File: config.mk
export PLATFORM = sky130hd
export DESIGN_NAME = burst_col_seq
export DESIGN_NICKNAME = d
export VERILOG_FILES = /design/src/rtl/burst_seq_pkg.sv /design/src/rtl/burst_mask_dec.sv /design/src/rtl/burst_col_gen.sv /design/src/rtl/burst_col_seq.sv
export SDC_FILE = /design/constraint.sdc
export NUM_CORES = 1
export LEC_CHECK = 0
export ABC_AREA = 0
export BUFFER_PORTS_ARGS = -buffer_cell sky130_fd_sc_hd__buf_2
export CORE_MARGIN = 4
export CORE_UTILIZATION = 40
export CTS_CLUSTER_SIZE = 24
export DETAILED_ROUTE_END_ITERATION = 8
export PLACE_DENSITY = 0.67
export RECOVER_POWER = 50
export SYNTH_ARGS = -nofsm -noshare
export SYNTH_HDL_FRONTEND = slang
export SYNTH_SLANG_ARGS = --single-unit
File: constraint.sdc
create_clock -name clk -period 1.8 [get_ports clk]
set_input_delay 0.36 -clock clk [delete_from_list [all_inputs] [get_ports clk]]
set_output_delay 0.36 -clock clk [all_outputs]
set_load 0.005 [all_outputs]
File: src/rtl/burst_seq_pkg.sv
package burst_seq_pkg;

    localparam int OFS_W = 3;

    typedef enum logic [1:0] {
        BLEN_2   = 2'b00,
        BLEN_4   = 2'b01,
        BLEN_8   = 2'b10,
        BLEN_RSV = 2'b11
    } blen_code_e;

    typedef logic [OFS_W-1:0] ofs_t;

endpackage

File: src/rtl/burst_mask_dec.sv
module burst_mask_dec
    import burst_seq_pkg::*;
(
    input  logic [1:0] code_i,
    output ofs_t       mask_o
);
    always_comb begin
        unique case (blen_code_e'(code_i))
            BLEN_2:  mask_o = 3'b001;
            BLEN_4:  mask_o = 3'b011;
            BLEN_8:  mask_o = 3'b111;
            default: mask_o = 3'b111;
        endcase
    end
endmodule

File: src/rtl/burst_col_gen.sv
module burst_col_gen
    import burst_seq_pkg::*;
#(
    parameter int COL_W = 10
) (
    input  logic [COL_W-1:0] base_i,
    input  ofs_t             beat_i,
    input  ofs_t             mask_i,
    input  logic             itlv_i,
    output logic [COL_W-1:0] col_o
);
    ofs_t seq_ofs;
    ofs_t xor_ofs;

    assign seq_ofs = base_i[OFS_W-1:0] + beat_i;
    assign xor_ofs = base_i[OFS_W-1:0] ^ beat_i;

    for (genvar i = 0; i < COL_W; i++) begin : g_bit
        if (i < OFS_W) begin : g_low
            assign col_o[i] = mask_i[i] ? (itlv_i ? xor_ofs[i] : seq_ofs[i])
                                        : base_i[i];
        end else begin : g_high
            assign col_o[i] = base_i[i];
        end
    end
endmodule

File: src/rtl/burst_col_seq.sv
module burst_col_seq
    import burst_seq_pkg::*;
#(
    parameter int COL_W = 10
) (
    input  logic             clk,
    input  logic             rst_n,
    input  logic             start_i,
    input  logic [COL_W-1:0] start_col_i,
    input  logic [1:0]       blen_i,
    input  logic             itlv_i,
    input  logic             advance_i,
    output logic [COL_W-1:0] col_o,
    output logic             valid_o,
    output logic             last_o
);
    typedef struct packed {
        logic             valid;
        ofs_t             beat;
        ofs_t             mask;
        logic             itlv;
        logic [COL_W-1:0] base;
    } state_t;

    state_t st_d, st_q;
    ofs_t   dec_mask;
    logic   at_end;
    logic   [COL_W-1:0] gen_col;

    burst_mask_dec u_dec (
        .code_i (blen_i),
        .mask_o (dec_mask)
    );

    burst_col_gen #(.COL_W(COL_W)) u_gen (
        .base_i (st_q.base),
        .beat_i (st_q.beat),
        .mask_i (st_q.mask),
        .itlv_i (st_q.itlv),
        .col_o  (gen_col)
    );

    assign at_end = (st_q.beat == st_q.mask);

    always_comb begin
        st_d = st_q;
        if (start_i) begin
            st_d.valid = 1'b1;
            st_d.beat  = '0;
            st_d.mask  = dec_mask;
            st_d.itlv  = itlv_i;
            st_d.base  = start_col_i;
        end else if (st_q.valid && advance_i) begin
            if (at_end) begin
                st_d.valid = 1'b0;
                st_d.beat  = '0;
            end else begin
                st_d.beat = st_q.beat + 3'd1;
            end
        end
    end

    always_ff @(posedge clk or negedge rst_n) begin
        if (!rst_n) begin
            st_q <= '0;
        end else begin
            st_q <= st_d;
        end
    end

    assign valid_o = st_q.valid;
    assign last_o  = st_q.valid && at_end;
    assign col_o   = st_q.valid ? gen_col : '0;
endmodule

# Word-level counts from Yosys, hierarchy flattened
# Cells that the tools add are included.
[totals]
register_bits = 18
input_bits = 17
output_inout_bits = 12
word_cells = 28
[classes]
add_sub_neg = 2
eq_ne = 2
mux = 12
bitwise_logic = 1
n_reduce_logical = 6
[ops]
columns = ["op", "count"]
rows = [
  ["$mux W10", 1],
  ["$mux W4", 2],
  ["$mux W1", 7],
  ["$pmux W3 S2", 1],
  ["$reduce_bool A2 Y1", 2],
  ["$add A3 B1 Y3 const B", 1],
  ["$add A3 B3 Y3", 1],
  ["$eq A3 B3 Y1", 1],
  ["$mux W3", 1],
  ["$xor A3 B3 Y3", 1],
  ["$eq A2 B1 Y1 const B", 1],
  ["$logic_and A1 B1 Y1", 2],
  ["$logic_not A2 Y1", 1],
  ["$reduce_and A2 Y1", 1],
]

# Depth between registers and ports, before layout
# Gate-level depths: netlist (run 1).
[depth]
ltp_word = 4
depth_mapped = 6

# Modules after synthesis
# A second synthesis (run 1) with hierarchy kept.
[hier_totals]
cells_unflattened = 90
hier_area_um2 = 1026.0
[by_module_without_submodules]
columns = ["module", "instances", "cells_per_inst", "area_per_inst_um2"]
rows = [
  ["burst_col_seq", 1, 65, 839.6],
  ["burst_col_gen", 1, 21, 165.2],
  ["burst_mask_dec", 1, 4, 21.3],
]

# Worst setup path after synthesis (run 1)
# No wires, ideal clock.
[synth_path]
kind = "flip-flop to output port"
from = "register st_q[14] (netlist name)"
to = "output col_o[2]"
arrival_time_ns = 1.530
setup_slack_ns = -0.090
path_stages_with_launch = 7
n_path_buf = 0
cell_sequence = "dfrtp_1 -> ha_1 -> inv_1 -> fa_1 -> o21a_1 -> o21ai_0 -> mux2i_1"
[synth_via]
elab_chain_len = 4
[synth_lines]
columns = ["item", "line", "text"]
rows = [
  ["start: declaration", "burst_col_seq.sv:25", "state_t st_d, st_q;"],
  ["start signal: assignment", "burst_col_seq.sv:67", "st_q <= st_d;"],
  ["$add A3 B3 Y3", "burst_col_gen.sv:15", "assign seq_ofs = base_i[OFS_W-1:0] + beat_i;"],
  ["$mux W1 (2 in a row)", "burst_col_gen.sv:20", "assign col_o[i] = mask_i[i] ? (itlv_i ? xor_ofs[i] : seq_ofs[i])"],
  ["$mux W10", "burst_col_seq.sv:73", "assign col_o = st_q.valid ? gen_col : '0;"],
  ["end: declaration", "burst_col_seq.sv:13", "output logic [COL_W-1:0] col_o,"],
]
# No other way between the ends.

# Final worst setup path (run 1)
[layout_path]
from = "register st_q[0] (netlist name)"
to = "output col_o[2]"
# Same word-level chain as after synthesis.

==> results of run 1 <==
[kinds of logic after synthesis]
kind of cell    after synthesis
mux                          13
simple gates                 29
buf+inv                       8
compound gates               10
xor+xnor                      3
flops                        18
fa+ha+maj                     4
[critical path: stages (launching register included)]
cell and delay (ns):
sky130_fd_sc_hd__dfrtp_1 0.37, sky130_fd_sc_hd__ha_2 0.18, sky130_fd_sc_hd__inv_2 0.04, sky130_fd_sc_hd__fa_2 0.33
sky130_fd_sc_hd__o21a_1 0.19, sky130_fd_sc_hd__o21ai_2 0.12, sky130_fd_sc_hd__mux2i_1 0.18, sky130_fd_sc_hd__buf_2 0.13
[flip-flops by register name, summed over array words and instances, names as in the netlist]
name,flops
valid_o,1
st_q,17
[area by class of cell]
type	count	area [µm²]	area share
Clock buffer	3	22.5	0.0186
Inverter	5	18.8	0.0155
Tap cell	28	35.0	0.0290
Sequential cell	18	452	0.373
Multi-Input combinational cell	59	489	0.404
Timing Repair Buffer	34	193	0.159
[where the power goes]
group | switching, mW | internal (mW) | leakage [nW] | total [mW]
logic | 0.0916 | 0.114 | 0.345 | 0.206
registers | 0.0245 | 0.438 | 0.207 | 0.462
clock network | 0.116 | 0.0776 | 0.0138 | 0.193
[synth_stat cells]
| master | instances | area (µm²) |
|---|---|---|
| sky130_fd_sc_hd__dfrtp_1 | 18 | 450 |
| sky130_fd_sc_hd__mux2_2 | 11 | 124 |
| sky130_fd_sc_hd__and2_1 | 8 | 50.1 |
| sky130_fd_sc_hd__inv_1 | 5 | 18.8 |
| sky130_fd_sc_hd__nand2_1 | 4 | 15.0 |
| sky130_fd_sc_hd__nor2_1 | 4 | 15.0 |
| sky130_fd_sc_hd__o21ai_0 | 4 | 20.0 |
| sky130_fd_sc_hd__ha_1 | 3 | 37.5 |
| sky130_fd_sc_hd__xor2_1 | 3 | 26.3 |
| sky130_fd_sc_hd__buf_2 | 2 | 10.0 |
| sky130_fd_sc_hd__mux2i_1 | 2 | 20.0 |
| sky130_fd_sc_hd__nand3_1 | 2 | 10.0 |
| sky130_fd_sc_hd__nor3_1 | 2 | 10.0 |
| sky130_fd_sc_hd__a21boi_0 | 1 | 7.51 |
| sky130_fd_sc_hd__a21oi_1 | 1 | 5.00 |
| sky130_fd_sc_hd__a31o_2 | 1 | 8.76 |
| sky130_fd_sc_hd__a31oi_1 | 1 | 6.26 |
| sky130_fd_sc_hd__and2_2 | 1 | 7.51 |
| sky130_fd_sc_hd__clkbuf_1 | 1 | 3.75 |
| sky130_fd_sc_hd__fa_1 | 1 | 20.0 |
| sky130_fd_sc_hd__nand2b_1 | 1 | 6.26 |
| sky130_fd_sc_hd__nand4_1 | 1 | 6.26 |
| sky130_fd_sc_hd__nor2b_1 | 1 | 6.26 |
| sky130_fd_sc_hd__nor3_2 | 1 | 10.0 |
| sky130_fd_sc_hd__nor4_1 | 1 | 6.26 |
| sky130_fd_sc_hd__o21a_1 | 1 | 7.51 |
| sky130_fd_sc_hd__o41ai_2 | 1 | 16.3 |
| sky130_fd_sc_hd__or2_2 | 1 | 6.26 |
| sky130_fd_sc_hd__or2b_1 | 1 | 7.51 |
| sky130_fd_sc_hd__or3_1 | 1 | 6.26 |
[metrics by stage]
stage                     utilization  hold slack (ns)  worst slack, ns   TNS, ns  instances
after floorplan                     -           0.0644         -0.00774  -0.00774         85
after global placement          0.514            0.312          -0.0358   -0.0698        143
after detailed placement        0.514            0.322          -0.0632    -0.103        143
after CTS                       0.534          0.00351           -0.418    -0.738        147
after global routing            0.542            0.277           -0.496    -0.950        147
final                           0.542            0.199           -0.369    -0.675        147
[routing by layer]
| metal | vias up | wire length, µm | global-route usage |
|---|---|---|---|
| li1 | 353 | - | - |
| met1 | 347 | 836 | 0.167 |
| met2 | 21 | 903 | 0.215 |
| met3 | 0 | 126 | 0.0391 |
| met4 | 0 | 0 | 0.0203 |
| met5 | - | 0 | 0 |
[what timing repair did]
action,4_1_cts,5_1_grt
hold buffers,0,0
pin swaps,3,3
resized for setup,5,6
endpoints found under the setup margin,3,3
buffers inserted,1,0
[how the worst max path moves through the flow]
stage                   from       end  slack (ns)  cells after the start
finish               st_q[0]  col_o[2]       -0.37                      7
detailed placement   st_q[0]  col_o[2]       -0.06                      7
global placement    st_q[14]  col_o[2]       -0.04                      7
CTS                  st_q[0]  col_o[2]       -0.42                      7
global route         st_q[0]  col_o[2]       -0.50                      7
floorplan           st_q[14]  col_o[2]      -0.008                      6
==> impl_metrics.csv, run 1 <==
group,metric,value,unit
place,dp_hpwl,1410,µm
clock_network,insertion_delay,0.28,ns
critical_path,critPathKind,"flop to output pin",
routing,antenna_left,0,
layout,num_antenna_cells,0,
timing,final_count_of_negative_setup_slack_endpoints,2,
routing,drt-vias-per-instance,4.90,
pwr,ir_drop,486,µV
outcome,violations_in_the_final_reports,"setup timing",
global_route,track_usage,0.129,
clock_network,tritoncts_clock_tree,"built",
pwr,p_total,0.862,mW
logic_synthesis,synthAdderAreaFrac,0.0609,
critical_path,path_max_fanout,2,
timing,tightestPinTransition,0.979,ns
routing,drt_iter0_drc,14,
logic_synthesis,post_synth.cell_area_avg,11.1,µm²
layout,mostFrequentLayoutCell,"sky130_fd_sc_hd__buf_2",
place,postPlaceCellArea,1150,µm²
timing,final_critical_path_setup_slack,-0.369,ns
job,drv_cap,0,
place,routability_driven_placement_congestion_ratio,0.754,
layout,drive_above_1_share,0.496,
critical_path,crit-reg2reg-launch,"valid_o",
logic_synthesis,synth_compound_gate_area_share,0.0755,
timing,final_hold_viol_count,0,
critical_path,cp_data_required_time,1.44,ns
clock_network,root_buffer_master,"sky130_fd_sc_hd__clkbuf_4",
routing,routedWlPerCell,12.7,µm
global_route,global_route.overflow_total,0,
logic_synthesis,yosysSeqAreaShare,0.477,
routing,drt-total-wl,1870,µm
die,io_pins,29,
logic_synthesis,synth_xor_xnor_area_share,0.0278,
die,dieArea,3200,µm²
critical_path,rr_worst_depth,4,
logic_synthesis,yosysWarnings,0,
layout,layout.cells.most_common_list,"sky130_fd_sc_hd__buf_2, sky130_fd_sc_hd__dfrtp_1, sky130_fd_sc_hd__mux2_2",
logic_synthesis,synthSimpleGateAreaFrac,0.172,
routing,drc,0,
timing,timing_max_transition_violations_final,0,
outcome,result_of_the_run,"complete, but fails checks",
timing,relSlewSlack,0.347,
logic_synthesis,synth_cell_types,30,
die,die_height,56.6,µm
critical_path,capture_instance_of_the_worst_register_to_register_path,"st_q[14]",
routing,dr.pass1.iters,4,
global_route,first_global_vias,752,
critical_path,crit_path_start_kind,"flop",
layout,layout.cell_area.non_filler,1210,µm²
min_path,hp-class,"input pin to asynchronous set/reset pin",
timing,finalClockSkew,0.00759,ns
timing,rsz0062_at_grt,"true",
logic_synthesis,synthCells,85,
die,placementRows,17,
die,die_w,56.6,µm
die,fp.coreArea,2230,µm²
layout,filler_cell_count,226,
clock_network,h-tree-depth,1,
global_route,grt_start_max_net_pins,22,
critical_path,reg2reg_setup_slack,0.29,ns
die,starting_utilization_of_the_core_area,0.423,
global_route,grt_first_pass_wirelength,3250,µm
timing,finalCriticalPeriod,2.17,ns
clock_network,cts_made_buffers,3,
layout,layout-area-overhead-vs-synth,28.1,%
logic_synthesis,post_synth_instance_area,945,µm²
pwr,power_density,712,nW/µm²
logic_synthesis,largest_family_of_logic_cells_by_synthesized_area,"simple AND/OR/NAND/NOR gates",
clock_network,cts.sink_count,18,
pwr,leakage_power,0.566,nW
timing,fmax,0.461,GHz
logic_synthesis,yosys-mux-area-fraction,0.152,
logic_synthesis,postSynthRegisterBits,18,
global_route,initial_antenna_violation_count,0,
layout,final_nets,142,
clock_network,clk_pin_slew_worst_paths,0.10,ns
logic_synthesis,synthesized_nets,106,
routing,routed-via-count,721,
clock_network,clk_path_buf_depth,2,
critical_path,cp_data_arrival_time,1.81,ns
timing,timing.final.crit_share,1.21,
place,port_buffers,28,
critical_path,critical_path.endpoint_type,"output pin",
(Power assumes the default switching activity.)
==> run 2: changes to the inputs <==
--- a/config.mk
+++ b/config.mk
@@ -11,7 +11,6 @@
 export CORE_UTILIZATION = 40
 export CTS_CLUSTER_SIZE = 24
 export DETAILED_ROUTE_END_ITERATION = 8
-export PLACE_DENSITY = 0.67
 export RECOVER_POWER = 50
 export SYNTH_ARGS = -nofsm -noshare
 export SYNTH_HDL_FRONTEND = slang
==> constraint.sdc (replaced) <==
create_clock -name clk -period 2.68 [get_ports clk]
set_input_delay 0.536 -clock clk [delete_from_list [all_inputs] [get_ports clk]]
set_output_delay 0.536 -clock clk [all_outputs]
set_load 0.005 [all_outputs]
==> run 2 against run 1 <==
Die area stayed put. Non-clock buffer count is 4 lower. The flow now finishes without violations. First-iteration DRC count is 50% lower. Global-route usage is 0.39 points lower.
==> impl_metrics.csv, run 2 (synthesis gave the netlist of run 1 again) <==
group,metric,value,unit
clock_network,h-tree-depth,1,
critical_path,cp_num_buf_inv,2,
critical_path,cp_data_required_time,2.14,ns
timing,timing_max_transition_violations_final,0,
timing,fmax,0.396,GHz
place,dp_hpwl,1310,µm
routing,drt-total-wl,1820,µm
critical_path,worst_path_max_delay_cell,"sky130_fd_sc_hd__dfrtp_1",
critical_path,capture_instance_of_the_worst_register_to_register_path,"st_q[14]",
clock_network,clk_pin_slew_worst_paths,0.10,ns
critical_path,crit_cells,7,
routing,drc,0,
place,port_buffers,28,
layout,layout.cells.most_common_list,"sky130_fd_sc_hd__buf_2, sky130_fd_sc_hd__dfrtp_1, sky130_fd_sc_hd__mux2_2",
layout,layout-area-overhead-vs-synth,22.3,%
die,io_pins,29,
clock_network,tritoncts_clock_tree,"built",
clock_network,cts.sink_count,18,
timing,final_hold_slack,0.367,ns
critical_path,crit_path_start_kind,"flop",
layout,num_antenna_cells,0,
die,dieArea,3200,µm²
routing,routedWlPerCell,12.7,µm
pwr,ir_drop,331,µV
global_route,global_route.overflow_total,0,
pwr,power_density,518,nW/µm²
min_path,hp-class,"input pin to asynchronous set/reset pin",
pwr,leakage_power,0.551,nW
timing,finalClockSkew,0.00502,ns
timing,tightestPinTransition,0.978,ns
critical_path,rr_worst_depth,3,
layout,largest-register,"st_q",
critical_path,cpPeakStageDelay,0.42,ns
timing,final_count_of_negative_setup_slack_endpoints,0,
layout,mostFrequentLayoutCell,"sky130_fd_sc_hd__buf_2",
clock_network,cts_made_buffers,3,
critical_path,path_max_fanout,4,
place,routability_driven_placement_congestion_ratio,0.867,
routing,drt_iter0_drc,7,
critical_path,reg2reg_setup_slack,1.22,ns
timing,rsz0062_at_grt,"false",
critical_path,setup.worst_path.start,"st_q[14]",
outcome,result_of_the_run,"complete, no violations",
timing,relSlewSlack,0.348,
global_route,initial_antenna_violation_count,0,
critical_path,crit_family,"adder cells",
routing,routed-via-count,710,
die,placementRows,17,
routing,antenna_left,0,
critical_path,crit-reg2reg-launch,"valid_o",
global_route,grt_first_pass_wirelength,3190,µm
layout,largest_register_ff_count,17,
routing,dr.pass1.iters,3,
critical_path,timing.critical_path.cells,"ha_1 > inv_1 > fa_1 > o21a_1 > o21ai_0 > mux2i_1 > buf_2",
global_route,track_usage,0.125,
timing,finalCriticalPeriod,2.53,ns
die,die_w,56.6,µm
critical_path,critical_path.endpoint_type,"output pin",
routing,drt-vias-per-instance,4.93,
layout,final_nets,138,
job,drv_cap,0,
clock_network,clk_path_buf_depth,2,
timing,timing.final.crit_share,0.943,
critical_path,endpoint,"col_o[2]",
clock_network,insertion_delay,0.29,ns
clock_network,cts.repair.resized,0,
timing,setup-tns-final,0,ns
die,die_height,56.6,µm
global_route,grt_start_max_net_pins,22,
layout,drive_above_1_share,0.414,
die,starting_utilization_of_the_core_area,0.423,
timing,final_hold_viol_count,0,
global_route,first_global_vias,750,
clock_network,root_buffer_master,"sky130_fd_sc_hd__clkbuf_4",
critical_path,critPathKind,"flop to output pin",
critical_path,cp_data_arrival_time,1.99,ns
die,fp.coreArea,2230,µm²
-- run 2: changes by cell type in the layout (fill, tap and decap cells not counted), moves of 2 or more --
cell | previous run | this run
sky130_fd_sc_hd__buf_4 | 5 | 2
sky130_fd_sc_hd__buf_6 | 2 | 0
sky130_fd_sc_hd__xor2_1 | 1 | 3
sky130_fd_sc_hd__o21ai_0 | 2 | 4
sky130_fd_sc_hd__xor2_2 | 2 | 0
-- run 2: worst reg2reg max path, cell delays in order (launching register included) --
cell	delay, ns
sky130_fd_sc_hd__dfrtp_1	0.63
sky130_fd_sc_hd__nand2_1	0.22
sky130_fd_sc_hd__or3_1	0.35
sky130_fd_sc_hd__o21ai_0	0.18
-- run 2: worst min-delay path by stage --
stage,slack [ns],endpoint,cells past startpoint,startpoint
2_1_floorplan,0.24,st_q[0],0,rst_n
3_3_place_gp,0.48,st_q[6],1,st_q[6]
3_5_place_dp,0.49,st_q[15],1,rst_n
4_1_cts,0.16,st_q[15],1,rst_n
5_1_grt,0.45,valid_o,1,rst_n
6_report,0.37,valid_o,1,rst_n
-- run 2: power by group --
| part | internal (mW) | switching (mW) |
|---|---|---|
| registers | 0.294 | 0.0183 |
| logic | 0.0663 | 0.0540 |
| clock network | 0.0827 | 0.0834 |
-- run 2: metal layers --
metal  part of all wire  global-route usage  up-vias
met5                  0                   0        -
met4                  0              0.0475        0
met3              0.062              0.0368        0
met2               0.50               0.206       18
met1               0.44               0.152      341
li1                   -                   -      351
-- run 2: area by class of cell --
class | instances | area [µm²]
clock buffers | 4 | 36.3
fillers | 213 | 1080
inverters | 5 | 18.8
multi-input cells | 59 | 462
flip-flops and latches | 18 | 450
well taps | 28 | 35.0
repair buffers | 30 | 153
-- run 2: stage by stage --
| stage | setup WS [ns] | instance area (µm²) | power, mW | util | instances |
|---|---|---|---|---|---|
| floorplan | 0.614 | 945 | 0.385 | - | 85 |
| global placement | 0.468 | 1110 | 0.433 | 0.495 | 138 |
| detailed placement | 0.439 | 1110 | 0.436 | 0.495 | 138 |
| CTS | 0.0913 | 1140 | 0.605 | 0.511 | 142 |
| global route | 0.0216 | 1150 | 0.642 | 0.517 | 144 |
| finish | 0.153 | 1150 | 0.599 | 0.517 | 144 |
-- run 2: repair_timing --
action                     4_1_cts  5_1_grt
hold buffers                     0        0
setup endpoints to repair        0        1
setup buffers                    0        2
==> run 3: changes to the inputs <==
--- a/config.mk
+++ b/config.mk
@@ -8,9 +8,10 @@
 export ABC_AREA = 0
 export BUFFER_PORTS_ARGS = -buffer_cell sky130_fd_sc_hd__buf_2
 export CORE_MARGIN = 4
-export CORE_UTILIZATION = 40
+export CORE_UTILIZATION = 50
 export CTS_CLUSTER_SIZE = 24
 export DETAILED_ROUTE_END_ITERATION = 8
+export PLACE_DENSITY = 0.78
 export RECOVER_POWER = 50
 export SYNTH_ARGS = -nofsm -noshare
 export SYNTH_HDL_FRONTEND = slang
==> run 3 against run 2 <==
Setup slack gained 0.035 ns. Clock power is essentially flat. Largest power group unchanged. Sequential power is essentially flat. Power grew 0.13%. Utilization grew 13 points. First-iteration DRC count shrank 86%. Count of clock-buffer cells in the layout is the same.
==> impl_metrics.csv, run 3 (synthesis gave the netlist of run 1 again) <==
group,metric,value,unit
outcome,result_of_the_run,"complete, no violations",
clock_network,root_buffer_master,"sky130_fd_sc_hd__clkbuf_4",
timing,final_hold_viol_count,0,
global_route,track_usage,0.162,
layout,mostFrequentLayoutCell,"sky130_fd_sc_hd__buf_2",
timing,timing_max_transition_violations_final,0,
critical_path,cp_data_required_time,2.14,ns
critical_path,endpoint,"col_o[2]",
clock_network,cts_post_setup_buffers_inserted,0,
clock_network,cts.repair.resized,0,
timing,setup-tns-final,0,ns
place,routability_driven_placement_congestion_ratio,0.851,
critical_path,setup.worst_path.start,"st_q[0]",
timing,final_count_of_negative_setup_slack_endpoints,0,
timing,finalCriticalPeriod,2.49,ns
min_path,hp-class,"input pin to asynchronous set/reset pin",
routing,antenna_left,0,
timing,relSlewSlack,0.348,
global_route,global_route.overflow_total,0,
critical_path,path_max_fanout,3,
critical_path,critical_path.endpoint_type,"output pin",
clock_network,h-tree-depth,1,
routing,drt-total-wl,1830,µm
layout,drive_above_1_share,0.409,
clock_network,cts_made_buffers,3,
critical_path,reg2reg_setup_slack,1.26,ns
routing,routed-via-count,713,
routing,dr.pass1.iters,3,
layout,post_layout_nonfiller_instances,140,
global_route,initial_antenna_violation_count,0,
timing,fmax,0.401,GHz
critical_path,capture_instance_of_the_worst_register_to_register_path,"st_q[14]",
layout,layout.cells.most_common_list,"sky130_fd_sc_hd__buf_2, sky130_fd_sc_hd__dfrtp_1, sky130_fd_sc_hd__mux2_2",
job,drv_cap,0,
clock_network,clk_pin_slew_worst_paths,0.10,ns
routing,drc,0,
timing,final_critical_path_setup_slack,0.188,ns
pwr,ir_drop,401,µV
die,starting_utilization_of_the_core_area,0.535,
die,die_w,51.5,µm
timing,timing.final.crit_share,0.930,
critical_path,rr_worst_depth,3,
place,dp_hpwl,1330,µm
clock_network,insertion_delay,0.29,ns
layout,final_nets,137,
clock_network,tritoncts_clock_tree,"built",
layout,largest-register,"st_q",
routing,drt-vias-per-instance,5.09,
place,postPlaceCellArea,1100,µm²
place,place_ws,0.425,ns
pwr,power_density,524,nW/µm²
place,port_buffers,28,
routing,dr_wl_met3,125,µm
die,dieArea,2650,µm²
die,placementRows,15,
critical_path,crit-reg2reg-launch,"valid_o",
global_route,grt_first_pass_wirelength,3200,µm
timing,rsz0062_at_grt,"false",
die,io_pins,29,
routing,drt-met1-wl,810,µm
critical_path,cp_data_arrival_time,1.96,ns
clock_network,holdBufCountCts,0,
layout,num_antenna_cells,0,
clock_network,cts.sink_count,18,
critical_path,critPathKind,"flop to output pin",
die,fp.coreArea,1760,µm²
layout,largest_register_ff_count,17,
timing,tightestPinTransition,0.978,ns
routing,routedWlPerCell,13.1,µm
layout,layout.cell_area.non_filler,1140,µm²
die,die_height,51.5,µm
routing,routed.top_layer,"met4",
routing,met2_wirelength_from_detailed_routing,877,µm
global_route,first_global_vias,752,
clock_network,clk_path_buf_depth,2,
place,place_inst,135,
routing,drt_iter0_drc,1,
layout,layout-area-overhead-vs-synth,21.1,%
layout,filler_cell_count,160,
timing,final_hold_slack,0.364,ns
pwr,leakage_power,0.545,nW
critical_path,crit_path_start_kind,"flop",
global_route,grt_start_max_net_pins,22,
timing,finalClockSkew,0.00209,ns
-- run 3: changes by cell type in the layout (fill, tap and decap cells not counted), sizes merged --
cell,delta
buf,-1
-- run 3: per-stage QoR --
step	utilization	total power, mW
after floorplan	-	0.385
after global placement	0.625	0.431
after detailed placement	0.625	0.437
after CTS	0.645	0.608
after global routing	0.648	0.636
final	0.648	0.600
-- run 3: worst min path at each step --
stage	to	start	slack (ns)
detailed placement	valid_o	rst_n	0.49
CTS	valid_o	rst_n	0.15
global placement	st_q[7]	st_q[7]	0.48
floorplan	st_q[0]	rst_n	0.24
finish	valid_o	rst_n	0.36
global route	valid_o	rst_n	0.44
-- run 3: where the power goes --
| part | switching, mW | total, mW | internal [mW] |
|---|---|---|---|
| combinational | 0.0552 | 0.120 | 0.0651 |
| clock | 0.0852 | 0.168 | 0.0828 |
| sequential | 0.0174 | 0.311 | 0.294 |
-- run 3: routing by layer --
| metal | up-vias | GRT usage |
|---|---|---|
| met4 | 0 | 0.0786 |
| li1 | 348 | - |
| met5 | - | 0 |
| met1 | 344 | 0.199 |
| met2 | 19 | 0.273 |
| met3 | 2 | 0.0262 |
-- run 3: cell type report --
| class | count | area [µm²] | share of cell area |
|---|---|---|---|
| inverter | 5 | 18.8 | 0.0164 |
| sequential | 18 | 450 | 0.394 |
| timing repair buffer | 29 | 145 | 0.127 |
| tap | 25 | 31.3 | 0.0274 |
| multi-input combinational | 59 | 462 | 0.404 |
| clock buffer | 4 | 36.3 | 0.0317 |
-- run 3: worst max-delay path: stages (launching register included) --
cell and delay [ns]:
sky130_fd_sc_hd__dfrtp_1 0.39, sky130_fd_sc_hd__ha_1 0.16, sky130_fd_sc_hd__inv_1 0.05, sky130_fd_sc_hd__fa_1 0.38
sky130_fd_sc_hd__o21a_1 0.17, sky130_fd_sc_hd__o21ai_0 0.20, sky130_fd_sc_hd__mux2i_1 0.19, sky130_fd_sc_hd__buf_2 0.13
